**src/rtl/wm_intr_pkg.sv**
```systemverilog
package wm_intr_pkg;
  localparam int NB = 8;
  localparam int DLY_W = NB - 1;
  localparam int B_SOFT = 0;
  localparam int B_RXH = 1;
  localparam int B_RXPKT = 2;
  localparam int B_TXL = 3;
  localparam int B_TXFULL = 6;
  localparam int B_RSVD = 7;
  localparam logic [NB-1:0] RSVD_M = NB'(1) << B_RSVD;
  localparam logic [NB-1:0] NODLY_M = (NB'(1) << B_SOFT) | (NB'(1) << B_TXFULL);
  localparam logic [NB-1:0] MASK_RST = 8'h0F;
  localparam logic [1:0] A_STAT = 2'd0;
  localparam logic [1:0] A_MASK = 2'd1;
  localparam logic [1:0] A_CFG = 2'd2;
  localparam logic [1:0] A_CMD = 2'd3;
endpackage

```
**src/rtl/wm_hyst.sv**
```systemverilog
// One history flag: armed by a FIFO level, consumed by a delivery.
module wm_hyst (
  input  logic clk_i,
  input  logic rst_ni,
  input  logic arm_i,
  input  logic take_i,
  output logic open_o
);
  logic armed_q;
  always_ff @(posedge clk_i or negedge rst_ni) begin
    if (!rst_ni) armed_q <= 1'b0;
    else if (arm_i) armed_q <= 1'b1;
    else if (take_i) armed_q <= 1'b0;
  end
  assign open_o = armed_q;
endmodule

```
**src/rtl/wm_defer.sv**
```systemverilog
// Deferral down-counter; a start while busy rides on the running deadline.
module wm_defer #(
  parameter int CW = 7
) (
  input  logic          clk_i,
  input  logic          rst_ni,
  input  logic          start_i,
  input  logic [CW-1:0] load_i,
  input  logic          cancel_i,
  output logic          busy_o,
  output logic          expire_o
);
  logic          busy_q;
  logic [CW-1:0] cnt_q;
  assign busy_o   = busy_q;
  assign expire_o = busy_q && (cnt_q == '0);
  always_ff @(posedge clk_i or negedge rst_ni) begin
    if (!rst_ni) begin
      busy_q <= 1'b0;
      cnt_q  <= '0;
    end else if (cancel_i || expire_o) begin
      busy_q <= 1'b0;
    end else if (start_i && !busy_q) begin
      busy_q <= 1'b1;
      cnt_q  <= load_i;
    end else if (busy_q) begin
      cnt_q <= cnt_q - 1'b1;
    end
  end
endmodule

```
**src/rtl/wm_intr_ctrl.sv**
```systemverilog
module wm_intr_ctrl
  import wm_intr_pkg::*;
(
  input  logic          clk_i,
  input  logic          rst_ni,
  input  logic          evt_valid_i,
  input  logic [NB-1:0] evt_bits_i,
  input  logic          reg_we_i,
  input  logic [1:0]    reg_addr_i,
  input  logic [NB-1:0] reg_wdata_i,
  output logic [NB-1:0] reg_rdata_o,
  input  logic          rx_empty_i,
  input  logic          tx_full_i,
  output logic          irq_o,
  output logic          bad_o
);
  logic [NB-1:0] status_q, mask_q, cfg_q;
  logic          pend_q, bad_q;
  logic          en_q;
  logic [DLY_W-1:0] dly;
  assign en_q = cfg_q[0];
  assign dly  = cfg_q[NB-1:1];

  // request decode
  logic wr_stat, wr_mask, wr_cfg, wr_cmd_soft, clr_bad, evt_bad, evt_ok, post_req;
  logic [NB-1:0] clr_bits, post_bits, st_new, mask_new, cfg_new, eff_raw, eff, gate_off;
  assign wr_stat     = reg_we_i && (reg_addr_i == A_STAT);
  assign wr_mask     = reg_we_i && (reg_addr_i == A_MASK);
  assign wr_cfg      = reg_we_i && (reg_addr_i == A_CFG);
  assign wr_cmd_soft = reg_we_i && (reg_addr_i == A_CMD) && reg_wdata_i[B_SOFT];
  assign clr_bad     = wr_stat && |(reg_wdata_i & RSVD_M);
  assign evt_bad     = evt_valid_i && |(evt_bits_i & RSVD_M);
  assign evt_ok      = evt_valid_i && !evt_bad;
  assign clr_bits    = (wr_stat && !clr_bad) ? reg_wdata_i : '0;
  assign post_bits   = (evt_ok ? evt_bits_i : '0) | (wr_cmd_soft ? (NB'(1) << B_SOFT) : '0);
  assign post_req    = evt_ok || wr_cmd_soft;
  assign st_new      = (status_q & ~clr_bits) | post_bits;
  assign mask_new    = wr_mask ? reg_wdata_i : mask_q;
  assign cfg_new     = wr_cfg ? reg_wdata_i : cfg_q;

  // watermark history gating
  logic rx_open, tx_open, post_go;
  wm_hyst u_rx_hyst (
    .clk_i  (clk_i),
    .rst_ni (rst_ni),
    .arm_i  (rx_empty_i),
    .take_i (post_go && eff_raw[B_RXH] && rx_open),
    .open_o (rx_open)
  );
  wm_hyst u_tx_hyst (
    .clk_i  (clk_i),
    .rst_ni (rst_ni),
    .arm_i  (tx_full_i),
    .take_i (post_go && eff_raw[B_TXL] && tx_open),
    .open_o (tx_open)
  );
  assign eff_raw  = st_new & mask_new;
  assign gate_off = (rx_open ? '0 : (NB'(1) << B_RXH)) | (tx_open ? '0 : (NB'(1) << B_TXL));
  assign eff      = eff_raw & ~gate_off;
  assign post_go  = post_req && en_q && (eff != '0);

  // scheduling
  logic post_now, post_later, mask_kick, en_kick, en_fall, fire_now, line_clr;
  logic dbusy, dexp;
  assign post_now   = post_go && ((eff & NODLY_M) != '0 || dly == '0);
  assign post_later = post_go && !post_now;
  assign mask_kick  = wr_mask && (reg_wdata_i != mask_q) && ((st_new & reg_wdata_i) != '0) && en_q;
  assign en_kick    = cfg_new[0] && !en_q && (eff_raw != '0);
  assign en_fall    = !cfg_new[0] && en_q;
  assign fire_now   = post_now || mask_kick || en_kick;
  assign line_clr   = (wr_stat && !clr_bad && (eff_raw == '0)) || en_fall;

  wm_defer #(.CW(DLY_W)) u_defer (
    .clk_i    (clk_i),
    .rst_ni   (rst_ni),
    .start_i  (post_later),
    .load_i   (dly - 1'b1),
    .cancel_i (line_clr || fire_now),
    .busy_o   (dbusy),
    .expire_o (dexp)
  );

  always_ff @(posedge clk_i or negedge rst_ni) begin
    if (!rst_ni) begin
      status_q <= '0;
      mask_q   <= MASK_RST;
      cfg_q    <= '0;
      pend_q   <= 1'b0;
      bad_q    <= 1'b0;
    end else begin
      status_q <= st_new;
      mask_q   <= mask_new;
      cfg_q    <= cfg_new;
      bad_q    <= clr_bad || evt_bad;
      if (line_clr) pend_q <= 1'b0;
      else if (fire_now || dexp) pend_q <= 1'b1;
    end
  end

  always_comb begin
    case (reg_addr_i)
      A_STAT:  reg_rdata_o = status_q;
      A_MASK:  reg_rdata_o = mask_q;
      A_CFG:   reg_rdata_o = cfg_q;
      default: reg_rdata_o = '0;
    endcase
  end

  assign irq_o = pend_q;
  assign bad_o = bad_q;
endmodule

```
**config.mk**
```make
export PLATFORM = sky130hd
export DESIGN_NAME = wm_intr_ctrl
export DESIGN_NICKNAME = d
export VERILOG_FILES = /design/src/rtl/wm_intr_pkg.sv /design/src/rtl/wm_hyst.sv /design/src/rtl/wm_defer.sv /design/src/rtl/wm_intr_ctrl.sv
export SDC_FILE = /design/constraint.sdc
export NUM_CORES = 1
export LEC_CHECK = 0
export ABC_AREA = 1
export BUFFER_PORTS_ARGS = -buffer_cell sky130_fd_sc_hd__buf_2
export CAP_MARGIN = 15
export CORE_UTILIZATION = 51
export DETAILED_ROUTE_END_ITERATION = 8
export GPL_TIMING_DRIVEN = 0
export HOLD_SLACK_MARGIN = 0.15
export PLACE_DENSITY_LB_ADDON = 0.2
export SLEW_MARGIN = 5
export SYNTH_ARGS = -nofsm -noshare
export SYNTH_HDL_FRONTEND = slang
export SYNTH_SLANG_ARGS = --single-unit
```
**constraint.sdc**
```tcl
create_clock -name clk_i -period 2.3 [get_ports clk_i]
set_clock_uncertainty 0.2 [all_clocks]
set_input_delay 0.115 -clock clk_i [delete_from_list [all_inputs] [get_ports clk_i]]
set_output_delay 0.115 -clock clk_i [all_outputs]
set_load 0.1 [all_outputs]
```
==> flow_metrics.py, run 1 <==
metrics = {
    "sta": {
        "max_freq_mhz": 438,
        "min_period_ps": 2280,
        "holdWs_ps": 218,
        "post-route-period-util_pct": 99.2,
        "hold_viol": 0,
        "tightest_slew_ps": 811,
        "tns_ps": 0,
        "relSlewSlack_pct": 45.9,
        "rsz0062_at_grt": "true",
        "finalSetupViolCount": 0,
        "report.final.slew_viol_count": 0,
    },
    "routing": {
        "wirelength_mm": 6.52,
        "vias": 2440,
        "first_pass_iters": 5,
        "viasPerCell": 5.52,
        "drc": 0,
        "postRouteAntennaNets": 0,
        "drt-initial-drc-count": 223,
        "routedWlPerCell_um": 14.8,
    },
    "floorplanning": {
        "initial_core_util_pct": 54.9,
        "chipHeight_um": 68.6,
        "coreArea_um2": 4120,
        "io_pins": 34,
        "die_area_um2": 4700,
        "rows": 23,
        "die_w_um": 68.6,
    },
    "clocking": {
        "clock_latency_ps": 290,
        "cts_buffers": 5,
        "ctsHtreeMaxLevel": 2,
        "clkTransAtPathRegs_ps": 70,
        "cts_tree": "yes",
        "cts.sinks": 36,
        "clock_path_buffers": 2,
        "cts_root_buffer": "clkbuf_8",
    },
    "critical_path": {
        "worstPathRequired_ps": 2320,
        "crit_type": "input port to register",
        "r2r_setup_slack_ps": 40,
        "worstSetupStartpointType": "input port",
        "crit_path_end_kind": "register",
        "path_max_fanout": 8,
        "cp.arrival_ps": 2300,
    },
    "finish": {
        "multiInputGateArea_um2": 1310,
        "syn2layout_area_growth_pct": 38.8,
        "post-route-cell-area_um2": 3140,
        "final_cell_mix": "nand2_1 (96), inv_1 (35), buf_2 (32), dfrtp_1 (32), dlygate4sd3_1 (32)",
        "seqCellArea_um2": 906,
        "final_common_cell": "nand2_1",
        "nets": 416,
        "nFillCells": 288,
        "antennaDiodeCount": 0,
        "layout-drive-gt1-share_pct": 28.1,
    },
    "synthesis": {
        "yosysWarnings": 0,
        "synth-edff-count": 0,
        "syn_nets": 333,
        "synth.avg_cell_area_um2": 7.34,
        "syn-cell-area_um2": 2260,
        "synth_seq_area_share_pct": 40.1,
        "synthFlopType": "dfrtp_1",
        "syn_inst": 308,
        "ys_ff_latch": 36,
        "yosysUniqueCellTypes": 42,
        "async_flop_share_pct": 100,
    },
    "min_path": {
        "min_path_type": "input port to register",
    },
    "global_route": {
        "grt_overflow": 0,
        "grt_pass1_vias": 2151,
        "grt_pass1_wl_mm": 9.98,
        "gr-usage-all-layers_pct": 29.5,
        "grt_max_degree": 37,
        "grt_antenna_before_repair": 0,
    },
    "power": {
        "vdd.ir_drop.worst_v": 0.000689,
        "leakage_nw": 1.49,
        "p_total_w": 0.00265,
        "power_density_nw_per_um2": 845,
    },
    "place": {
        "place.gp.congestion": 0.920,
        "numPortBuffers": 32,
        "dpl.hpwl_mm": 4.14,
        "placed_area_um2": 2500,
    },
    "run_status": {
        "status": "completed",
    },
    "flow_run": {
        "drv_cap": 0,
    },
}
[sequential cells by signal, indices dropped and copies added, names as in the netlist]
register and cells:
bad_o 1, cfg_q 8, irq_o 1, mask_q 8, status_q 8, u_defer.busy_o 1
u_defer.cnt_q 7, u_rx_hyst.open_o 1, u_tx_hyst.open_o 1
[cells in the mapped netlist (5+ instances only)]
library cell,instances,area (um2)
o221ai_1,5,43.8
dfrtp_1,32,801
nor2_1,11,41.3
nand2_2,5,31.3
o21ai_0,17,85.1
nand2_1,106,398
inv_1,37,139
nand4_1,16,100
o21ai_1,6,30.0
nand3_1,19,95.1
[critical path: stages]
cell and delay [ps]:
buf_4 130, dlygate4sd3_1 550, nand3_1 80, nand2_1 70
nand2_1 80, nand2_2 80, nor2_4 180, nand3_2 110
nand3_1 80, nand2_1 110, nor3_2 260, nand3_4 170
clkinv_4 110, o21ai_0 80, o21ai_1 80
[metal layers]
layer  track usage (%)  vias to the layer above  part of all wire (%)
met2              46.1                      112                    47
met5                 0                        -                     0
li1                  -                     1187                     -
met1              40.9                     1130                    44
met3              5.76                       11                   7.0
met4              9.11                        0                   1.5
[cells by family (layout without fill, tap and decap cells)]
group | Yosys count | after routing | synth area share (%)
AND/OR/NAND/NOR | 173 | 173 | 35.1
buffers and inverters | 48 | 132 | 9.08
AO/OA/AOI/OAI | 46 | 46 | 13.7
flip-flops | 36 | 36 | 40.1
XOR/XNOR | 4 | 4 | 1.55
adder cells (fa/ha/maj) | 1 | 1 | 0.553
[where the power goes]
part / switching, W / total (W) / internal (W)
logic: 0.000889 / 0.00135 / 0.000461
clock network: 0.000225 / 0.000440 / 0.000215
registers: 0.0000849 / 0.000861 / 0.000776
total: 0.00120 / 0.00265 / 0.00145
[through the flow]
| step | cells | setup WS [ps] | util [%] |
|---|---|---|---|
| finish | 442 | 18.1 | 76.3 |
| global route | 442 | -80.7 | 76.3 |
| CTS | 435 | 13.0 | 72.5 |
| detailed placement | 390 | -537 | 60.8 |
| global placement | 390 | -510 | 60.8 |
| floorplan | 308 | -47.5 | - |
[what timing repair did]
| action | 4_1_cts | 5_1_grt |
|---|---|---|
| resized for setup | 12 | 31 |
| pin swaps | 5 | 20 |
| endpoints found under the setup margin | 4 | 9 |
| hold endpoints to repair | 58 | 0 |
| gates cloned | 0 | 1 |
| setup buffers | 5 | 6 |
| hold buffers | 32 | 0 |
[cell type report]
cell class / count / share of cell area [%]
multi-input cells: 224 / 41.6
flip-flops and latches: 36 / 28.9
repair buffers: 75 / 18.0
inverters: 41 / 5.18
clock buffers: 8 / 2.55
well taps: 50 / 1.99
plain buffers: 7 / 1.59
repair inverters: 1 / 0.159
[path summary, 6_finish.rpt]
| check | depth (start not counted) | to | from |
|---|---|---|---|
| max | 15 | u_defer.cnt_q[2]$_DFFE_PN0P_ | reg_wdata_i[5] |
| min | 4 | mask_q[7]$_DFF_PN0_ | reg_we_i |
| max reg2reg | 15 | u_defer.cnt_q[6]$_DFFE_PN0P_ | mask_q[3]$_DFF_PN1_ |
| min reg2reg | 2 | u_defer.cnt_q[5]$_DFFE_PN0P_ | u_defer.cnt_q[5]$_DFFE_PN0P_ |
| max in group asynchronous | 2 | status_q[0]$_DFF_PN0_ | rst_ni |
| min in group asynchronous | 2 | status_q[5]$_DFF_PN0_ | rst_ni |
No activity file was read; power rests on OpenSTA's default activity.
==> run 2, diff against run 1 <==
Settings changed: REMOVE_ABC_BUFFERS set to 1.
==> flow_metrics.py, run 2 (synthesis results as in run 1) <==
metrics = {
    "run_status": {
        "status": "finished, violations left",
        "violations": "negative setup slack",
    },
    "min_path": {
        "holdPathEnd": "mask_q[7]$_DFF_PN0_",
        "hold_path_depth": 5,
        "min_path_type": "input port to register",
        "hp-start": "reg_addr_i[1]",
    },
    "finish": {
        "nFillCells": 270,
        "antennaDiodeCount": 0,
        "reg_top3": "cfg_q: 8 flops, mask_q: 8 flops, status_q: 8 flops",
        "syn2layout_area_growth_pct": 43.3,
        "final_common_cell": "nand2_1",
        "fin_util_pct": 78.7,
        "post-route-cell-area_um2": 3240,
        "layout-drive-gt1-share_pct": 30.4,
        "nets": 422,
        "final_cell_mix": "nand2_1 (90), inv_1 (34), dfrtp_1 (32), dlygate4sd3_1 (32), buf_2 (31)",
    },
    "sta": {
        "worst_slack_ps": -47.5,
        "max_freq_mhz": 426,
        "hold_viol": 0,
        "post-route-period-util_pct": 102,
        "report.final.slew_viol_count": 0,
        "tns_ps": -47.5,
        "rsz0062_at_grt": "true",
        "tightest_slew_ps": 810,
        "min_period_ps": 2350,
        "relSlewSlack_pct": 46.0,
        "finalSetupViolCount": 1,
    },
    "critical_path": {
        "cp_num_cells": 14,
        "path_max_fanout": 4,
        "crit_path_end_kind": "register",
        "worst-path-buf-inv": 0,
        "path_common_cell": "nand2_1",
        "r2r-end": "u_defer.cnt_q[4]$_DFFE_PN0P_",
        "worstPathRequired_ps": 2290,
        "crit_type": "register to register",
        "reg2reg_from": "mask_q[2]$_DFF_PN1_",
        "r2r_setup_slack_ps": -50,
        "slowest_stage": "dfstp_2",
        "path_cells": "nand2_1 -> o21ai_2 -> nand2_2 -> nand2_2 -> nor2_4 -> a21oi_4 -> nand4_1 -> nand2_4 -> ha_4 -> nand3_4 -> o21ai_2 -> o21ai_1 -> nand2_1 -> nand2_1",
        "reg2regPathDepth": 14,
        "crit_family": "simple AND/OR/NAND/NOR gates",
        "cp.arrival_ps": 2340,
        "worstSetupStartpointType": "register",
        "slowest_delay_ps": 560,
    },
    "routing": {
        "routedWlPerCell_um": 15.5,
        "first_pass_iters": 5,
        "postRouteAntennaNets": 0,
        "wirelength_mm": 6.93,
        "drc": 0,
        "drt-initial-drc-count": 268,
        "viasPerCell": 5.70,
        "vias": 2554,
    },
    "place": {
        "dpl.hpwl_mm": 4.13,
        "place.gp.congestion": 0.910,
        "numPortBuffers": 33,
        "placed_area_um2": 2440,
        "post-place-ws_ps": -897,
    },
    "clocking": {
        "cts_buffers": 5,
        "clock_latency_ps": 290,
        "ctsHtreeMaxLevel": 2,
        "clkTransAtPathRegs_ps": 70,
        "cts_tree": "yes",
        "cts_root_buffer": "clkbuf_8",
        "clock_path_buffers": 2,
        "cts.sinks": 36,
    },
    "flow_run": {
        "drv_cap": 0,
    },
    "power": {
        "p_total_w": 0.00276,
        "leakage_nw": 1.54,
        "vdd.ir_drop.worst_v": 0.000559,
        "power_density_nw_per_um2": 852,
    },
    "floorplanning": {
        "io_pins": 34,
        "chipHeight_um": 68.6,
        "die_area_um2": 4700,
        "initial_core_util_pct": 54.9,
        "die_w_um": 68.6,
        "rows": 23,
        "coreArea_um2": 4120,
    },
    "global_route": {
        "grt_pass1_wl_mm": 10.6,
        "grt_pass1_vias": 2327,
        "grt_antenna_before_repair": 0,
        "grt_max_degree": 37,
        "grt_overflow": 0,
        "gr-usage-all-layers_pct": 30.9,
    },
}
run 2: worst register-to-register path: cells and delay by family, from the launching register on:
family | cells | cell delay [ps]
flip-flops | 1 | 560
adder cells (fa/ha/maj) | 1 | 150
AND/OR/NAND/NOR | 9 | 860
AO/OA/AOI/OAI | 4 | 480
run 2: layer usage:
| metal | wire [um] | vias to the layer above | GRT usage, % |
|---|---|---|---|
| met3 | 535 | 19 | 5.26 |
| li1 | - | 1200 | - |
| met5 | 0 | - | 0 |
| met1 | 2970 | 1212 | 40.7 |
| met4 | 169 | 0 | 12.2 |
| met2 | 3250 | 123 | 50.0 |
run 2: repair_timing:
| item | CTS | global route |
|---|---|---|
| endpoints found under the setup margin | 9 | 8 |
| hold buffers | 31 | 1 |
| setup buffers | 8 | 16 |
| pin swaps | 3 | 27 |
| endpoints found under the hold margin | 58 | 1 |
| cloned | 0 | 1 |
| gates resized for setup | 16 | 41 |
run 2: where the power goes:
part	switching [W]	internal [W]
clock network	0.000232	0.000245
registers	0.0000900	0.000776
logic	0.000922	0.000494
run 2: cell type report:
class / count / area [um2] / share of cell area, %
clock buffers: 8 / 90.1 / 2.78
flip-flops and latches: 36 / 906 / 28.0
well taps: 50 / 62.6 / 1.93
repair buffers: 89 / 707 / 21.8
multi-input cells: 224 / 1320 / 40.6
inverters: 41 / 160 / 4.94
run 2: per-stage QoR:
| step | hold WS [ps] | cells |
|---|---|---|
| after CTS | 154 | 431 |
| final | 145 | 448 |
| after global placement | 46.5 | 384 |
| after floorplan | -381 | 301 |
| after global routing | 164 | 448 |
| after detailed placement | 47.0 | 384 |
run 2: worst max path at each step:
stage | slack (ps) | endpoint | startpoint
after floorplan | -140 | u_defer.cnt_q[2]$_DFFE_PN0P_ | reg_addr_i[1]
after global placement | -810 | u_defer.cnt_q[2]$_DFFE_PN0P_ | reg_addr_i[1]
after detailed placement | -900 | u_defer.cnt_q[2]$_DFFE_PN0P_ | reg_addr_i[1]
after CTS | -6 | u_defer.cnt_q[2]$_DFFE_PN0P_ | reg_addr_i[0]
after global routing | -180 | u_defer.cnt_q[4]$_DFFE_PN0P_ | evt_bits_i[5]
final | -50 | u_defer.cnt_q[4]$_DFFE_PN0P_ | mask_q[2]$_DFF_PN1_
==> run 3, diff against run 2 <==
--- a/config.mk
+++ b/config.mk
@@ -10,2 +10,3 @@
 export CAP_MARGIN = 15
+export CORE_ASPECT_RATIO = 0.9
 export CORE_UTILIZATION = 51
--- a/constraint.sdc
+++ b/constraint.sdc
@@ -4,2 +4,2 @@
 set_output_delay 0.115 -clock clk_i [all_outputs]
-set_load 0.1 [all_outputs]
+set_load 0.05 [all_outputs]
==> flow_metrics.py, run 3 (synthesis results as in run 1) <==
metrics = {
    "global_route": {
        "grt_max_degree": 37,
        "gr-usage-all-layers_pct": 30.2,
        "grt_overflow": 0,
        "grt_antenna_before_repair": 0,
        "grt_pass1_vias": 2312,
        "grt_pass1_wl_mm": 10.7,
    },
    "power": {
        "vdd.ir_drop.worst_v": 0.000465,
        "leakage_nw": 1.51,
        "power_density_nw_per_um2": 852,
    },
    "clocking": {
        "ctsHtreeMaxLevel": 2,
        "clock_path_buffers": 2,
        "cts_root_buffer": "clkbuf_8",
        "cts.sinks": 36,
        "cts_tree": "yes",
        "clkTransAtPathRegs_ps": 80,
        "clock_latency_ps": 300,
        "cts_buffers": 5,
    },
    "place": {
        "dpl.hpwl_mm": 4.12,
        "place.gp.congestion": 0.864,
        "numPortBuffers": 33,
        "placed_cells": 394,
    },
    "min_path": {
        "hold_path_depth": 4,
        "holdPathEnd": "mask_q[7]$_DFF_PN0_",
        "min_path_type": "input port to register",
        "hp-start": "reg_addr_i[1]",
    },
    "critical_path": {
        "path_common_cell": "nand2_1",
        "slowest_stage": "dfrtp_1",
        "path_max_fanout": 8,
        "worstSetupStartpointType": "register",
        "reg2regPathDepth": 13,
        "cp.arrival_ps": 2260,
        "crit_type": "register to register",
        "path_cells": "inv_1 -> nand2_1 -> o211ai_1 -> nand2_1 -> nor2_4 -> nand3_1 -> nand3_1 -> nand2_1 -> nor3_2 -> nand3_4 -> buf_4 -> nand2_1 -> nand2_1",
        "crit_path_end_kind": "register",
        "slowest_delay_ps": 390,
        "worstPathRequired_ps": 2290,
        "r2r_setup_slack_ps": 30,
        "r2r-end": "u_defer.cnt_q[4]$_DFFE_PN0P_",
        "reg2reg_from": "mask_q[7]$_DFF_PN0_",
    },
    "finish": {
        "antennaDiodeCount": 0,
        "nets": 415,
        "nFillCells": 292,
        "syn2layout_area_growth_pct": 41.0,
        "final-instance-count-excl-fill": 451,
        "layout-drive-gt1-share_pct": 29.9,
        "final_common_cell": "nand2_1",
        "reg_top3": "cfg_q: 8 flops, mask_q: 8 flops, status_q: 8 flops",
        "final_cell_mix": "nand2_1 (93), inv_1 (33), buf_2 (33)",
        "fin_util_pct": 76.7,
    },
    "routing": {
        "routedWlPerCell_um": 15.4,
        "viasPerCell": 5.47,
        "wirelength_mm": 6.93,
        "drc": 0,
        "drt-initial-drc-count": 248,
        "first_pass_iters": 5,
        "vias": 2465,
        "postRouteAntennaNets": 0,
    },
    "sta": {
        "hold_viol": 0,
        "finalSetupViolCount": 0,
        "report.final.slew_viol_count": 0,
        "tightest_slew_ps": 822,
        "relSlewSlack_pct": 45.2,
        "post-route-period-util_pct": 98.7,
        "max_freq_mhz": 440,
        "rsz0062_at_grt": "true",
        "min_period_ps": 2270,
    },
    "run_status": {
        "status": "completed",
    },
    "floorplanning": {
        "io_pins": 34,
        "chipHeight_um": 65.2,
        "initial_core_util_pct": 54.4,
        "die_area_um2": 4700,
        "die_w_um": 72.2,
        "rows": 22,
        "coreArea_um2": 4160,
    },
    "flow_run": {
        "drv_cap": 0,
    },
}
run 3: report_power, final:
group | total, W | switching [W] | internal (W)
combinational | 0.00129 | 0.000803 | 0.000484
clock | 0.000563 | 0.000241 | 0.000322
sequential | 0.000864 | 0.0000873 | 0.000776
total | 0.00271 | 0.00113 | 0.00158
run 3: how the worst max path moves through the flow:
stage | startpoint | to
finish | mask_q[7]$_DFF_PN0_ | u_defer.cnt_q[4]$_DFFE_PN0P_
global route | reg_addr_i[0] | u_defer.cnt_q[2]$_DFFE_PN0P_
CTS | mask_q[7]$_DFF_PN0_ | u_defer.cnt_q[6]$_DFFE_PN0P_
detailed placement | reg_addr_i[1] | u_defer.cnt_q[2]$_DFFE_PN0P_
global placement | reg_addr_i[1] | u_defer.cnt_q[2]$_DFFE_PN0P_
floorplan | reg_addr_i[1] | u_defer.cnt_q[2]$_DFFE_PN0P_
run 3: layer usage:
layer  wire length, um  up-vias  global-route usage (%)
li1                  -     1180                       -
met1              3060     1166                    40.1
met2              3360      110                    49.2
met3               452        9                    6.13
met4                61        0                    10.8
met5                 0        -                       0
run 3: through the flow:
| step | area [um2] | setup TNS [ps] | hold slack, ps | setup slack, ps | power (W) |
|---|---|---|---|---|---|
| floorplan | 2210 | -338 | -381 | -143 | 0.00157 |
| global placement | 2450 | -5150 | 61.1 | -800 | 0.00178 |
| detailed placement | 2450 | -5370 | 53.8 | -871 | 0.00180 |
| CTS | 2980 | 0 | 208 | 17.5 | 0.00249 |
| global route | 3190 | -359 | 165 | -111 | 0.00287 |
| finish | 3190 | 0 | 155 | 29.0 | 0.00271 |
run 3: timing repair:
action,4_1_cts,5_1_grt
hold buffers,29,0
pin swaps,5,21
buffers inserted,8,11
cloned,0,1
resized for setup,17,34
endpoints found under the hold margin,58,0
endpoints found under the setup margin,9,8
run 3: layout make-up:
| type | instances | area (um2) | area share (%) |
|---|---|---|---|
| Multi-Input combinational cell | 224 | 1320 | 41.5 |
| Sequential cell | 36 | 906 | 28.4 |
| Timing Repair Buffer | 81 | 609 | 19.1 |
| Inverter | 41 | 163 | 5.10 |
| Tap cell | 60 | 75.1 | 2.36 |
| Clock buffer | 6 | 72.6 | 2.28 |
| Clock inverter | 2 | 35.0 | 1.10 |
| Timing Repair inverter | 1 | 5.00 | 0.157 |
run 3: worst max-delay path: cells and delay by family (launching register included):
family	cells	cell delay (ps)
AND/OR/NAND/NOR	10	1210
flip-flops	1	390
buffers and inverters	2	260
AO/OA/AOI/OAI	1	110
